--- src/rtl/card_strobe_pkg.sv ---
package card_strobe_pkg;

  localparam int CNT_W = 7;

  typedef enum logic [2:0] {
    ST_IDLE,
    ST_SETUP,
    ST_STROBE,
    ST_HOLD,
    ST_DONE
  } seq_state_t;

  typedef struct packed {
    logic [CNT_W-1:0] setup;
    logic [CNT_W-1:0] active;
    logic [CNT_W-1:0] hold;
    logic [2:0]       space;
    logic             wide;
  } access_cfg_t;

  function automatic logic [CNT_W-1:0] edge_cycles(input logic [2:0] code);
    logic [CNT_W-1:0] c;
    c = CNT_W'(code);
    if (code < 3'd4) return c;
    return CNT_W'(3) * (c - CNT_W'(2));
  endfunction

  function automatic logic [CNT_W-1:0] extra_cycles(input logic [1:0] code);
    case (code)
      2'd0:    return CNT_W'(0);
      2'd1:    return CNT_W'(15);
      2'd2:    return CNT_W'(30);
      default: return CNT_W'(50);
    endcase
  endfunction

  function automatic logic [CNT_W-1:0] base_cycles(input logic [3:0] code);
    case (code)
      4'd10:   return CNT_W'(11);
      4'd11:   return CNT_W'(13);
      4'd12:   return CNT_W'(15);
      4'd13:   return CNT_W'(17);
      4'd14:   return CNT_W'(21);
      4'd15:   return CNT_W'(25);
      default: return CNT_W'(code);
    endcase
  endfunction

endpackage

--- src/rtl/card_strobe_decode.sv ---
module card_strobe_decode
  import card_strobe_pkg::*;
#(
  parameter int CFG_W = 32
) (
  input  logic [CFG_W-1:0] ctrl_word_i,
  input  logic [3:0]       base_wait_a_i,
  input  logic             area_b_i,
  output access_cfg_t      cfg_o
);

  localparam int N_AREAS = 2;

  access_cfg_t area_cfg [N_AREAS];

  for (genvar g = 0; g < N_AREAS; g++) begin : g_area
    localparam int SETUP_LSB = (g == 0) ? 12 : 8;
    localparam int HOLD_LSB  = (g == 0) ? 4  : 0;
    localparam int EXTRA_LSB = (g == 0) ? 22 : 20;
    localparam int TYPE_LSB  = (g == 0) ? 28 : 24;

    logic [3:0]       base_code;
    logic [CNT_W-1:0] wait_sum;
    logic [3:0]       type_code;

    if (g == 0) begin : g_ext_base
      assign base_code = base_wait_a_i;
    end else begin : g_word_base
      assign base_code = ctrl_word_i[19:16];
    end

    assign type_code = ctrl_word_i[TYPE_LSB +: 4];
    assign wait_sum  = base_cycles(base_code) +
                       extra_cycles(ctrl_word_i[EXTRA_LSB +: 2]);

    assign area_cfg[g].setup  = edge_cycles(ctrl_word_i[SETUP_LSB +: 3]);
    assign area_cfg[g].hold   = edge_cycles(ctrl_word_i[HOLD_LSB +: 3]);
    assign area_cfg[g].active = (wait_sum == '0) ? CNT_W'(1) : wait_sum;
    assign area_cfg[g].space  = type_code[2:0];
    assign area_cfg[g].wide   = type_code[0];
  end

  assign cfg_o = area_b_i ? area_cfg[1] : area_cfg[0];

endmodule

--- src/rtl/card_strobe_seq.sv ---
module card_strobe_seq
  import card_strobe_pkg::*;
(
  input  logic        clk,
  input  logic        rst_n,
  input  logic        start_i,
  input  logic        write_i,
  input  access_cfg_t cfg_i,
  output logic        addr_en_o,
  output logic        oe_n_o,
  output logic        we_n_o,
  output logic        busy_o,
  output logic        done_o,
  output logic [2:0]  space_o,
  output logic        wide_o
);

  seq_state_t       state_q, state_d;
  logic [CNT_W-1:0] cnt_q, cnt_d;
  access_cfg_t      cfg_q;
  logic             wr_q, wr_d;
  logic             load;
  logic             addr_en_d, oe_n_d, we_n_d, done_d;

  // next-state logic
  always_comb begin
    state_d = state_q;
    cnt_d   = cnt_q;
    load    = 1'b0;
    case (state_q)
      ST_IDLE: begin
        if (start_i) begin
          load = 1'b1;
          if (cfg_i.setup != '0) begin
            state_d = ST_SETUP;
            cnt_d   = cfg_i.setup - CNT_W'(1);
          end else begin
            state_d = ST_STROBE;
            cnt_d   = cfg_i.active - CNT_W'(1);
          end
        end
      end
      ST_SETUP: begin
        if (cnt_q == '0) begin
          state_d = ST_STROBE;
          cnt_d   = cfg_q.active - CNT_W'(1);
        end else begin
          cnt_d = cnt_q - CNT_W'(1);
        end
      end
      ST_STROBE: begin
        if (cnt_q == '0) begin
          if (cfg_q.hold != '0) begin
            state_d = ST_HOLD;
            cnt_d   = cfg_q.hold - CNT_W'(1);
          end else begin
            state_d = ST_DONE;
          end
        end else begin
          cnt_d = cnt_q - CNT_W'(1);
        end
      end
      ST_HOLD: begin
        if (cnt_q == '0) state_d = ST_DONE;
        else             cnt_d   = cnt_q - CNT_W'(1);
      end
      ST_DONE: state_d = ST_IDLE;
      default: state_d = ST_IDLE;
    endcase
  end

  // output decode from next state, registered below
  always_comb begin
    wr_d      = load ? write_i : wr_q;
    addr_en_d = (state_d == ST_SETUP) || (state_d == ST_STROBE) ||
                (state_d == ST_HOLD);
    oe_n_d    = !((state_d == ST_STROBE) && !wr_d);
    we_n_d    = !((state_d == ST_STROBE) && wr_d);
    done_d    = (state_d == ST_DONE);
  end

  // control registers
  always_ff @(posedge clk or negedge rst_n) begin
    if (!rst_n) begin
      state_q   <= ST_IDLE;
      cnt_q     <= '0;
      addr_en_o <= 1'b0;
      oe_n_o    <= 1'b1;
      we_n_o    <= 1'b1;
      done_o    <= 1'b0;
    end else begin
      state_q   <= state_d;
      cnt_q     <= cnt_d;
      addr_en_o <= addr_en_d;
      oe_n_o    <= oe_n_d;
      we_n_o    <= we_n_d;
      done_o    <= done_d;
    end
  end

  // configuration captured at start (clock enable = load)
  always_ff @(posedge clk or negedge rst_n) begin
    if (!rst_n) begin
      cfg_q <= '0;
      wr_q  <= 1'b0;
    end else if (load) begin
      cfg_q <= cfg_i;
      wr_q  <= write_i;
    end
  end

  assign busy_o  = (state_q != ST_IDLE);
  assign space_o = cfg_q.space;
  assign wide_o  = cfg_q.wide;

endmodule

--- src/rtl/card_strobe_gen.sv ---
module card_strobe_gen
  import card_strobe_pkg::*;
#(
  parameter int CFG_W = 32
) (
  input  logic             clk,
  input  logic             rst_n,
  input  logic             start_i,
  input  logic             area_b_i,
  input  logic             write_i,
  input  logic [CFG_W-1:0] ctrl_word_i,
  input  logic [3:0]       base_wait_a_i,
  output logic             addr_en_o,
  output logic             oe_n_o,
  output logic             we_n_o,
  output logic             busy_o,
  output logic             done_o,
  output logic [2:0]       space_type_o,
  output logic             wide_o
);

  access_cfg_t sel_cfg;

  card_strobe_decode #(.CFG_W(CFG_W)) u_decode (
    .ctrl_word_i   (ctrl_word_i),
    .base_wait_a_i (base_wait_a_i),
    .area_b_i      (area_b_i),
    .cfg_o         (sel_cfg)
  );

  card_strobe_seq u_seq (
    .clk       (clk),
    .rst_n     (rst_n),
    .start_i   (start_i),
    .write_i   (write_i),
    .cfg_i     (sel_cfg),
    .addr_en_o (addr_en_o),
    .oe_n_o    (oe_n_o),
    .we_n_o    (we_n_o),
    .busy_o    (busy_o),
    .done_o    (done_o),
    .space_o   (space_type_o),
    .wide_o    (wide_o)
  );

endmodule

--- config.mk ---
export PLATFORM = sky130hd
export DESIGN_NAME = card_strobe_gen
export DESIGN_NICKNAME = d
export VERILOG_FILES = /design/src/rtl/card_strobe_pkg.sv /design/src/rtl/card_strobe_decode.sv /design/src/rtl/card_strobe_seq.sv /design/src/rtl/card_strobe_gen.sv
export SDC_FILE = /design/constraint.sdc
export NUM_CORES = 1
export LEC_CHECK = 0
export ABC_AREA = 1
export BUFFER_PORTS_ARGS = -buffer_cell sky130_fd_sc_hd__buf_2
export CAP_MARGIN = 5
export CORE_MARGIN = 8
export CORE_UTILIZATION = 65
export CTS_BUF_LIST = sky130_fd_sc_hd__clkbuf_2 sky130_fd_sc_hd__clkbuf_4 sky130_fd_sc_hd__clkbuf_8
export DETAILED_ROUTE_END_ITERATION = 7
export PLACE_DENSITY = 0.87
export SYNTH_ARGS = -nofsm -noshare
export SYNTH_HDL_FRONTEND = slang
export SYNTH_SLANG_ARGS = --single-unit
--- constraint.sdc ---
create_clock -name clk -period 3.4 [get_ports clk]
set_input_delay 0.17 -clock clk [delete_from_list [all_inputs] [get_ports clk]]
set_output_delay 0.17 -clock clk [all_outputs]
set_load 0.02 [all_outputs]
==> flow_metrics.py, run 1 <==
metrics = {
    "routing": {
        "vias": 3467,
        "routedWlPerCell_um": 12.6,
        "drt-total-wl_um": 7950,
        "drt_iter0_drc": 226,
        "drcViolationCount": 0,
        "ant_nets": 0,
        "viasPerCell": 5.49,
        "dr.pass1.iters": 8,
    },
    "timing": {
        "tns_ns": 0,
        "setup_viol_count_final": 0,
        "setup_ws_ns": 0.436,
        "timing.hold.ws_ns": 0.167,
        "relSlewSlack_pct": 54.4,
        "rsz0062_at_grt": "false",
        "finalHoldViolCount": 0,
        "worst_slew_pin_slew_ns": 0.684,
        "timing.final.crit_period_ns": 2.96,
        "skew_ns": 0.00481,
        "fmax_mhz": 337,
        "fin_crit_sh_pct": 87.2,
        "report.final.slew_viol_count": 0,
    },
    "critical_path": {
        "slowest_delay_ns": 0.45,
        "r2r_cells": 10,
        "crit_fanout": 4,
        "r2r_slack_ns": 0.88,
        "cpMaxStageDelayCell": "fa_1",
        "crit_arrival_ns": 3.14,
        "required_ns": 3.58,
        "crit_buf_inv": 6,
        "crit_type": "in2reg",
        "start_kind": "primary input",
        "cpMostUsedCell": "nand2_1",
        "critical-path-top-delay-family": "simple AND/OR/NAND/NOR gates",
        "crit_cells": 25,
        "worstSetupEndpointType": "flip-flop",
    },
    "global_route": {
        "use_met1_pct": 22.8,
        "grt_util_met3_pct": 3.99,
        "overflow": 0,
        "grt_pass1_wl_um": 13500,
        "grt_pass1_vias": 3364,
        "met2_usage_pct": 38.6,
        "grt_max_degree": 32,
        "antenna_found_initial": 0,
        "grtUsageTotal_pct": 21.4,
        "top_usage_layer": "met2",
    },
    "placement": {
        "post-place-ws_ns": 0.218,
        "portBuffers": 43,
        "gp_congestion": 0.920,
        "placed_area_mm2": 0.00369,
        "post-place-cells": 622,
        "hpwl_um": 6390,
    },
    "min_path": {
        "holdPathStages": 3,
        "hp-class": "in2reg",
    },
    "floorplanning": {
        "num_io_pins": 50,
        "rows": 26,
        "core_area_mm2": 0.00511,
        "dieHeight_um": 88.8,
        "die_width_um": 88.8,
        "dieArea_mm2": 0.00788,
        "start_util_pct": 67.4,
    },
    "clock_network": {
        "cts_buffer_depth": 2,
        "cts_tree": "yes",
        "clock_latency_ns": 0.29,
        "post_cts_buffers": 0,
        "h-tree-depth": 2,
        "clock-root-buffer": "clkbuf_8",
        "post_cts_resized": 0,
        "clk_pin_slew_ns": 0.06,
        "cts_inserted_buffers": 5,
        "clock_sinks": 31,
        "cts_hold_buf": 1,
    },
    "final_layout": {
        "instances_no_fill": 631,
        "fin_util_pct": 74.2,
        "diodes": 0,
        "nets": 637,
        "final_area_mm2": 0.00379,
        "syn_to_final_growth_pct": 10.2,
        "drive_gt1_share_pct": 16.0,
    },
    "yosys": {
        "ys_seq_area_share_pct": 22.6,
        "synth-edff-count": 0,
        "syn_inst": 518,
        "ys_async_sr_fraction_pct": 100,
        "ys_ff_latch": 31,
        "syn_area_per_cell_um2": 6.64,
        "ys_types": 51,
        "yosysWarnings": 0,
        "synth_fp_nets": 595,
        "syn_area_mm2": 0.00344,
        "ys.flop_type": "dfrtp_1",
    },
    "power_and_ir_drop": {
        "irDropWorstVdd_mv": 0.316,
        "p_leak_nw": 2.05,
        "total_power_mw": 2.21,
        "power.density_mw_per_mm2": 582,
    },
    "status": {
        "run_status": "completed",
    },
    "job": {
        "maxCapViolations": 0,
    },
}
cell usage after synthesis (all sizes together) (5+ instances only):
cell      n  area share (%)
o211ai    5             1.1
o21ai    33             5.2
ha       34              12
nand2   125              15
nand3    40             6.1
nor3      9             1.5
xor2      7             1.8
xnor2     6             1.5
a21oi    25             3.7
inv      98              11
or2       6             1.1
dfrtp    29              21
nor2     55             7.2
buf       8             1.5
where the power goes:
| part | switching [mW] | internal [mW] |
|---|---|---|
| Sequential | 0.105 | 0.532 |
| Clock | 0.137 | 0.159 |
| Combinational | 0.799 | 0.474 |
worst reg2reg max path: stages (launching register included):
cell,delay (ns)
dfrtp_1,0.40
inv_1,0.11
ha_1,0.21
nand3_1,0.10
nor2_1,0.18
nand3_1,0.38
inv_1,0.34
a21oi_1,0.13
nor4_1,0.42
nor2_1,0.13
nand2_1,0.09
path summary, 6_finish.rpt:
kind,from,endpoint
min in group asynchronous,rst_n,u_seq.state_q[1]
hold reg to reg,u_seq.space_o[2],u_seq.space_o[2]
setup / recovery,base_wait_a_i[2],u_seq.cnt_q[4]
setup reg to reg,u_seq.cnt_q[0],u_seq.oe_n_o
max in group asynchronous,rst_n,u_seq.cfg_q[13]
hold / removal,ctrl_word_i[28],u_seq.space_o[0]
cell type report:
type                       count  area (µm²)
sequential                    31         778
timing repair buffer          45         233
clock buffer                   7        83.8
fill                         420        1320
clock inverter                 1        5.00
inverter                      99         374
multi-input combinational    378        2230
tap                           70        87.6
layer usage:
layer | vias to the layer above | wire [µm]
li1 | 1745 | -
met4 | 0 | 265
met5 | - | 0
met1 | 1575 | 3310
met3 | 30 | 441
met2 | 117 | 3930
registers in the layout (all words and copies together), names as in the netlist:
name             flops
u_seq.cfg_q         13
u_seq.oe_n_o         1
u_seq.space_o        3
u_seq.state_q        3
u_seq.done_o         1
u_seq.addr_en_o      1
u_seq.wr_q           1
u_seq.we_n_o         1
u_seq.cnt_q          7
cell families (layout without fill, tap and decap cells):
family / after synthesis / in the layout / share of synthesized area [%]
adder cells (fa/ha/maj): 36 / 36 / 13.5
AO/OA/AOI/OAI: 84 / 84 / 14.9
multiplexers: 1 / 1 / 0.291
AND/OR/NAND/NOR: 244 / 244 / 32.8
buffers and inverters: 109 / 152 / 12.6
flip-flops: 31 / 31 / 22.6
XOR/XNOR: 13 / 13 / 3.31
cells in the final DEF, fill, tap and decap left out, types with 3 or more instances in the layout:
cell,synthesis,layout
nand2_2,9,9
a21oi_1,24,24
a31oi_1,4,4
o211ai_1,5,5
clkbuf_8,0,5
nor2_2,4,4
ha_1,34,34
inv_1,92,92
o221ai_1,3,3
nand4_1,3,3
or2_2,4,4
nand3_1,38,38
xnor2_1,6,6
xor2_1,7,7
o31ai_1,4,4
nor3_1,8,8
nor2_1,48,48
nand2_1,112,112
o21ai_1,8,8
buf_2,2,43
o21ai_0,23,23
dfrtp_1,29,29
nand2_4,4,4
inv_2,5,5
No activity file was read; power rests on OpenSTA's default activity.
==> run 2: changes to the inputs <==
MAX_ROUTING_LAYER = met4   (was default)
==> run 2 against run 1 <==
  * Register-to-register slack worse by 0.04 ns
  * Non-clock buffer count unchanged
  * Count of clock-buffer cells in the layout up 1
==> flow_metrics.py, run 2 (synthesized netlist as in run 1, its figures left out) <==
metrics = {
    "status": {
        "run_status": "completed",
    },
    "final_layout": {
        "syn_to_final_growth_pct": 10.3,
        "diodes": 0,
        "nets": 637,
        "reg_top3": "u_seq.cfg_q x13, u_seq.cnt_q x7",
        "drive_gt1_share_pct": 16.0,
        "final_cell_mix": "nand2_1 (112), inv_1 (92), nor2_1 (48)",
        "largest_reg_flops": 13,
        "instances_no_fill": 631,
        "regMostFlops": "u_seq.cfg_q",
        "final_common_cell": "nand2_1",
    },
    "placement": {
        "gp_congestion": 0.937,
        "post-place-cells": 622,
        "portBuffers": 43,
        "hpwl_um": 6470,
    },
    "timing": {
        "finalHoldViolCount": 0,
        "skew_ns": 0.0102,
        "timing.hold.ws_ns": 0.193,
        "tns_ns": 0,
        "fin_crit_sh_pct": 89.7,
        "rsz0062_at_grt": "false",
        "report.final.slew_viol_count": 0,
        "timing.final.crit_period_ns": 3.05,
        "fmax_mhz": 328,
        "relSlewSlack_pct": 54.5,
        "worst_slew_pin_slew_ns": 0.683,
        "setup_viol_count_final": 0,
    },
    "clock_network": {
        "post_cts_buffers": 0,
        "clk_pin_slew_ns": 0.06,
        "cts_buffer_depth": 2,
        "post_cts_resized": 0,
        "cts_tree": "yes",
        "cts_hold_buf": 1,
        "clock_latency_ns": 0.29,
        "cts_inserted_buffers": 5,
        "clock_sinks": 31,
        "h-tree-depth": 2,
        "clock-root-buffer": "clkbuf_8",
    },
    "power_and_ir_drop": {
        "p_leak_nw": 2.05,
        "irDropWorstVdd_mv": 0.322,
        "total_power_mw": 2.21,
        "power.density_mw_per_mm2": 582,
    },
    "routing": {
        "vias": 3475,
        "route.met2.wl_um": 4000,
        "routedWlPerCell_um": 12.6,
        "drt-total-wl_um": 7950,
        "route.met3.wl_um": 487,
        "top_layer_used": "met4",
        "viasPerCell": 5.51,
        "drcViolationCount": 0,
        "wl_met1_um": 3270,
        "dr.pass1.iters": 5,
        "drt_iter0_drc": 239,
        "ant_nets": 0,
    },
    "global_route": {
        "grtUsageTotal_pct": 21.4,
        "antenna_found_initial": 0,
        "grt_pass1_vias": 3380,
        "overflow": 0,
        "grt_pass1_wl_um": 13300,
        "grt_max_degree": 32,
    },
    "critical_path": {
        "r2r_cells": 10,
        "r2r_start": "u_seq.cnt_q[0]",
        "required_ns": 3.56,
        "worstSetupEndpointType": "flip-flop",
        "r2r_slack_ns": 0.84,
        "crit_type": "in2reg",
        "crit_arrival_ns": 3.21,
        "timing.rr.end": "u_seq.oe_n_o",
        "start_kind": "primary input",
        "crit_fanout": 5,
    },
    "floorplanning": {
        "dieArea_mm2": 0.00788,
        "start_util_pct": 67.4,
        "core_area_mm2": 0.00511,
        "num_io_pins": 50,
        "dieHeight_um": 88.8,
        "rows": 26,
        "die_width_um": 88.8,
    },
    "min_path": {
        "holdPathStages": 3,
        "min_from": "ctrl_word_i[28]",
        "hp-class": "in2reg",
        "min_to": "u_seq.space_o[0]",
    },
    "job": {
        "maxCapViolations": 0,
    },
}
==> run 2: cell types whose count changed in the layout (fill, tap and decap cells not counted), sizes merged <==
cell    delta
clkinv     -1
clkbuf     +1
==> run 2: how the worst max path moves through the flow <==
stage                               start             end  cells after the start
after CTS                 ctrl_word_i[19]  u_seq.cnt_q[2]                     23
after floorplan           ctrl_word_i[18]  u_seq.cnt_q[2]                     22
after global placement    ctrl_word_i[19]  u_seq.cnt_q[2]                     23
after global routing      ctrl_word_i[19]  u_seq.cnt_q[2]                     23
after detailed placement  ctrl_word_i[19]  u_seq.cnt_q[2]                     23
final                     ctrl_word_i[19]  u_seq.cnt_q[2]                     23
==> run 2: cell type report <==
| type | instances | area (µm²) |
|---|---|---|
| timing repair buffer | 45 | 233 |
| tap | 70 | 87.6 |
| multi-input combinational | 378 | 2230 |
| inverter | 99 | 374 |
| fill | 428 | 1310 |
| sequential | 31 | 778 |
| clock buffer | 8 | 91.3 |
==> run 2: report_power, final <==
| part | switching (mW) | total [mW] | internal [mW] |
|---|---|---|---|
| registers | 0.102 | 0.634 | 0.532 |
| logic | 0.798 | 1.27 | 0.476 |
| clock network | 0.132 | 0.302 | 0.169 |
| total | 1.03 | 2.21 | 1.18 |
==> run 2: critical path, stage by stage <==
cell	delay, ns
buf_2	0.11
nand2_1	0.13
nor2_1	0.06
nor3b_1	0.27
inv_1	0.11
fa_1	0.54
inv_1	0.05
or2_2	0.26
nor2_1	0.12
nand2_1	0.06
nor2_1	0.08
nand3_1	0.08
nand2_1	0.11
nand3_2	0.09
nand2_1	0.11
inv_1	0.08
ha_1	0.18
inv_1	0.07
nor2_1	0.06
inv_1	0.09
a21oi_1	0.07
o21ai_0	0.20
o21ai_1	0.10
==> run 2: per-stage QoR <==
| step | utilization [%] | area (µm²) | setup WS, ns |
|---|---|---|---|
| 2_1_floorplan | - | 3440 | 0.635 |
| 4_1_cts | 74.3 | 3790 | 0.442 |
| 3_5_place_dp | 72.3 | 3690 | 0.159 |
| 3_3_place_gp | 72.3 | 3690 | 0.317 |
| 6_report | 74.3 | 3790 | 0.350 |
| 5_1_grt | 74.3 | 3790 | 0.122 |
==> run 2: metal layers <==
layer | up-vias | track usage, %
met5 | - | -
met4 | 0 | 9.68
met3 | 23 | 3.06
met2 | 138 | 39.0
met1 | 1563 | 22.0
li1 | 1751 | -
==> run 3: changes to the inputs <==
CORE_ASPECT_RATIO = 0.8   (was default)
==> run 3 against run 2 <==
  * Maximum frequency grew 4.9%
  * Combinational power is essentially flat
  * Setup slack gained 0.14 ns
  * Power grew 2.5%
  * Largest cell class unchanged
  * Wire length grew 2.3%
  * Cell count shrank 1.3%
  * Critical path depth is the same
  * Clock power grew 9.9%
  * Utilization grew 0.67 points
  * Highest routed layer unchanged
  * Via count shrank 0.43%
  * Sequential cell count is the same
==> flow_metrics.py, run 3 (synthesized netlist as in run 1, its figures left out) <==
metrics = {
    "clock_network": {
        "cts_buffer_depth": 2,
        "clock_sinks": 31,
        "clock_latency_ns": 0.29,
        "cts_tree": "yes",
        "clk_pin_slew_ns": 0.07,
        "post_cts_buffers": 0,
        "clock-root-buffer": "clkbuf_8",
        "cts_inserted_buffers": 5,
        "h-tree-depth": 2,
    },
    "critical_path": {
        "r2r_start": "u_seq.cnt_q[0]",
        "slowest_delay_ns": 0.56,
        "r2r_slack_ns": 0.82,
        "start_kind": "primary input",
        "crit_type": "in2reg",
        "cpMostUsedCell": "inv_1",
        "crit_fanout": 5,
        "worstSetupEndpointType": "flip-flop",
        "required_ns": 3.58,
        "r2r_cells": 10,
        "crit_arrival_ns": 3.09,
        "cpMaxStageDelayCell": "fa_1",
        "path_cells": "buf_2, nand2_1, nor2_1, nor3b_1, inv_1, fa_1, inv_1, or2_2, nor2_1, nand2_1, nor2_1, nand3_1, nand2_1, nand3_2, nand2_1, inv_1, ha_1, inv_1, nor2_1, inv_1, a21oi_1, o21ai_0, o21ai_1",
        "timing.rr.end": "u_seq.oe_n_o",
    },
    "timing": {
        "rsz0062_at_grt": "false",
        "timing.final.crit_period_ns": 2.91,
        "skew_ns": 0.00558,
        "timing.hold.ws_ns": 0.160,
        "worst_slew_pin_slew_ns": 0.674,
        "setup_viol_count_final": 0,
        "report.final.slew_viol_count": 0,
        "finalHoldViolCount": 0,
        "relSlewSlack_pct": 55.1,
        "fmax_mhz": 344,
        "fin_crit_sh_pct": 85.5,
        "tns_ns": 0,
    },
    "routing": {
        "vias": 3460,
        "viasPerCell": 5.55,
        "drcViolationCount": 0,
        "ant_nets": 0,
        "drt_iter0_drc": 256,
        "dr.pass1.iters": 5,
        "drt-total-wl_um": 8130,
        "routedWlPerCell_um": 13.1,
    },
    "min_path": {
        "min_from": "ctrl_word_i[30]",
        "holdPathStages": 3,
        "min_to": "u_seq.space_o[2]",
        "hp-class": "in2reg",
    },
    "power_and_ir_drop": {
        "seq_power_share_pct": 28.1,
        "p_leak_nw": 2.05,
        "p_clk_share_pct": 14.7,
        "irDropWorstVdd_mv": 0.543,
        "p_sw_mw": 1.07,
        "internal-power_mw": 1.19,
        "pwr-share-comb_pct": 57.2,
        "power.density_mw_per_mm2": 596,
        "sw_frac_of_total_pct": 47.2,
    },
    "global_route": {
        "grtUsageTotal_pct": 21.8,
        "antenna_found_initial": 0,
        "grt_max_degree": 32,
        "grt_pass1_wl_um": 14300,
        "overflow": 0,
        "grt_pass1_vias": 3410,
    },
    "final_layout": {
        "regMostFlops": "u_seq.cfg_q",
        "final_common_cell": "nand2_1",
        "multi_input_area_mm2": 0.00223,
        "nets": 637,
        "syn_to_final_growth_pct": 10.3,
        "ff_latch_area_um2": 778,
        "largest_reg_flops": 13,
        "drive_gt1_share_pct": 16.0,
        "nFillCells": 413,
        "diodes": 0,
        "reg_top3": "u_seq.cfg_q x13, u_seq.cnt_q x7",
        "final_cell_mix": "nand2_1 (112), inv_1 (92), nor2_1 (48)",
    },
    "placement": {
        "portBuffers": 43,
        "gp_congestion": 0.993,
        "hpwl_um": 6580,
    },
    "floorplanning": {
        "rows": 23,
        "dieArea_mm2": 0.00789,
        "die_width_um": 97.3,
        "num_io_pins": 50,
        "start_util_pct": 67.9,
        "dieHeight_um": 81.1,
        "core_area_mm2": 0.00506,
    },
    "job": {
        "maxCapViolations": 0,
    },
    "status": {
        "run_status": "completed",
    },
}
## run 3: cell count changes in the layout (fill, tap and decap cells not counted)
cell,delta
clkbuf_8,+2
clkinvlp_4,+1
clkbuf_4,-3
## run 3: how the worst max path moves through the flow
stage	from	endpoint	slack, ns	depth (start not counted)
after global placement	ctrl_word_i[19]	u_seq.cnt_q[2]	0.31	23
after detailed placement	ctrl_word_i[19]	u_seq.cnt_q[2]	0.25	23
after floorplan	ctrl_word_i[18]	u_seq.cnt_q[2]	0.63	22
after CTS	ctrl_word_i[19]	u_seq.cnt_q[2]	0.51	23
final	ctrl_word_i[19]	u_seq.cnt_q[2]	0.49	23
after global routing	ctrl_word_i[19]	u_seq.cnt_q[2]	0.12	23
## run 3: power by group through the flow
stage               sequential [mW]  combinational, mW  clock, mW
finish                        0.636               1.30      0.332
global route                  0.653               1.46      0.350
CTS                           0.634               1.27      0.330
detailed placement            0.638               1.26          0
global placement              0.632               1.21          0
floorplan                     0.632              0.975          0
## run 3: what timing repair did
item,CTS,global route
hold buffers,1,0
hold endpoints to repair,29,0
resized for setup,0,0
## run 3: per-stage QoR
step,power [mW],setup WS [ns],util (%),instances,area (µm²)
after floorplan,1.61,0.635,-,518,3440
after global placement,1.85,0.309,72.7,614,3680
after detailed placement,1.90,0.248,72.7,614,3680
after CTS,2.24,0.511,75.0,623,3800
after global routing,2.47,0.117,75.0,623,3800
final,2.26,0.494,75.0,623,3800
## run 3: layout make-up
class | instances | share of cell area (%)
multi-input cells | 378 | 58.7
flip-flops and latches | 31 | 20.5
inverters | 99 | 9.85
repair buffers | 45 | 6.13
clock buffers | 7 | 2.54
well taps | 62 | 2.04
clock inverters | 1 | 0.198
## run 3: worst max-delay path: cells and delay by family
family	cells	cell delay, ns
fa+ha+maj	2	0.74
compound gates	3	0.31
buf+inv	6	0.49
simple gates	12	1.39
## run 3: per-layer routing
metal / track usage, % / vias to the layer above / routed length, µm
met4: 5.13 / 0 / 89
li1: - / 1745 / -
met5: - / - / 0
met1: 27.5 / 1577 / 3930
met3: 4.49 / 8 / 523
met2: 35.2 / 130 / 3590
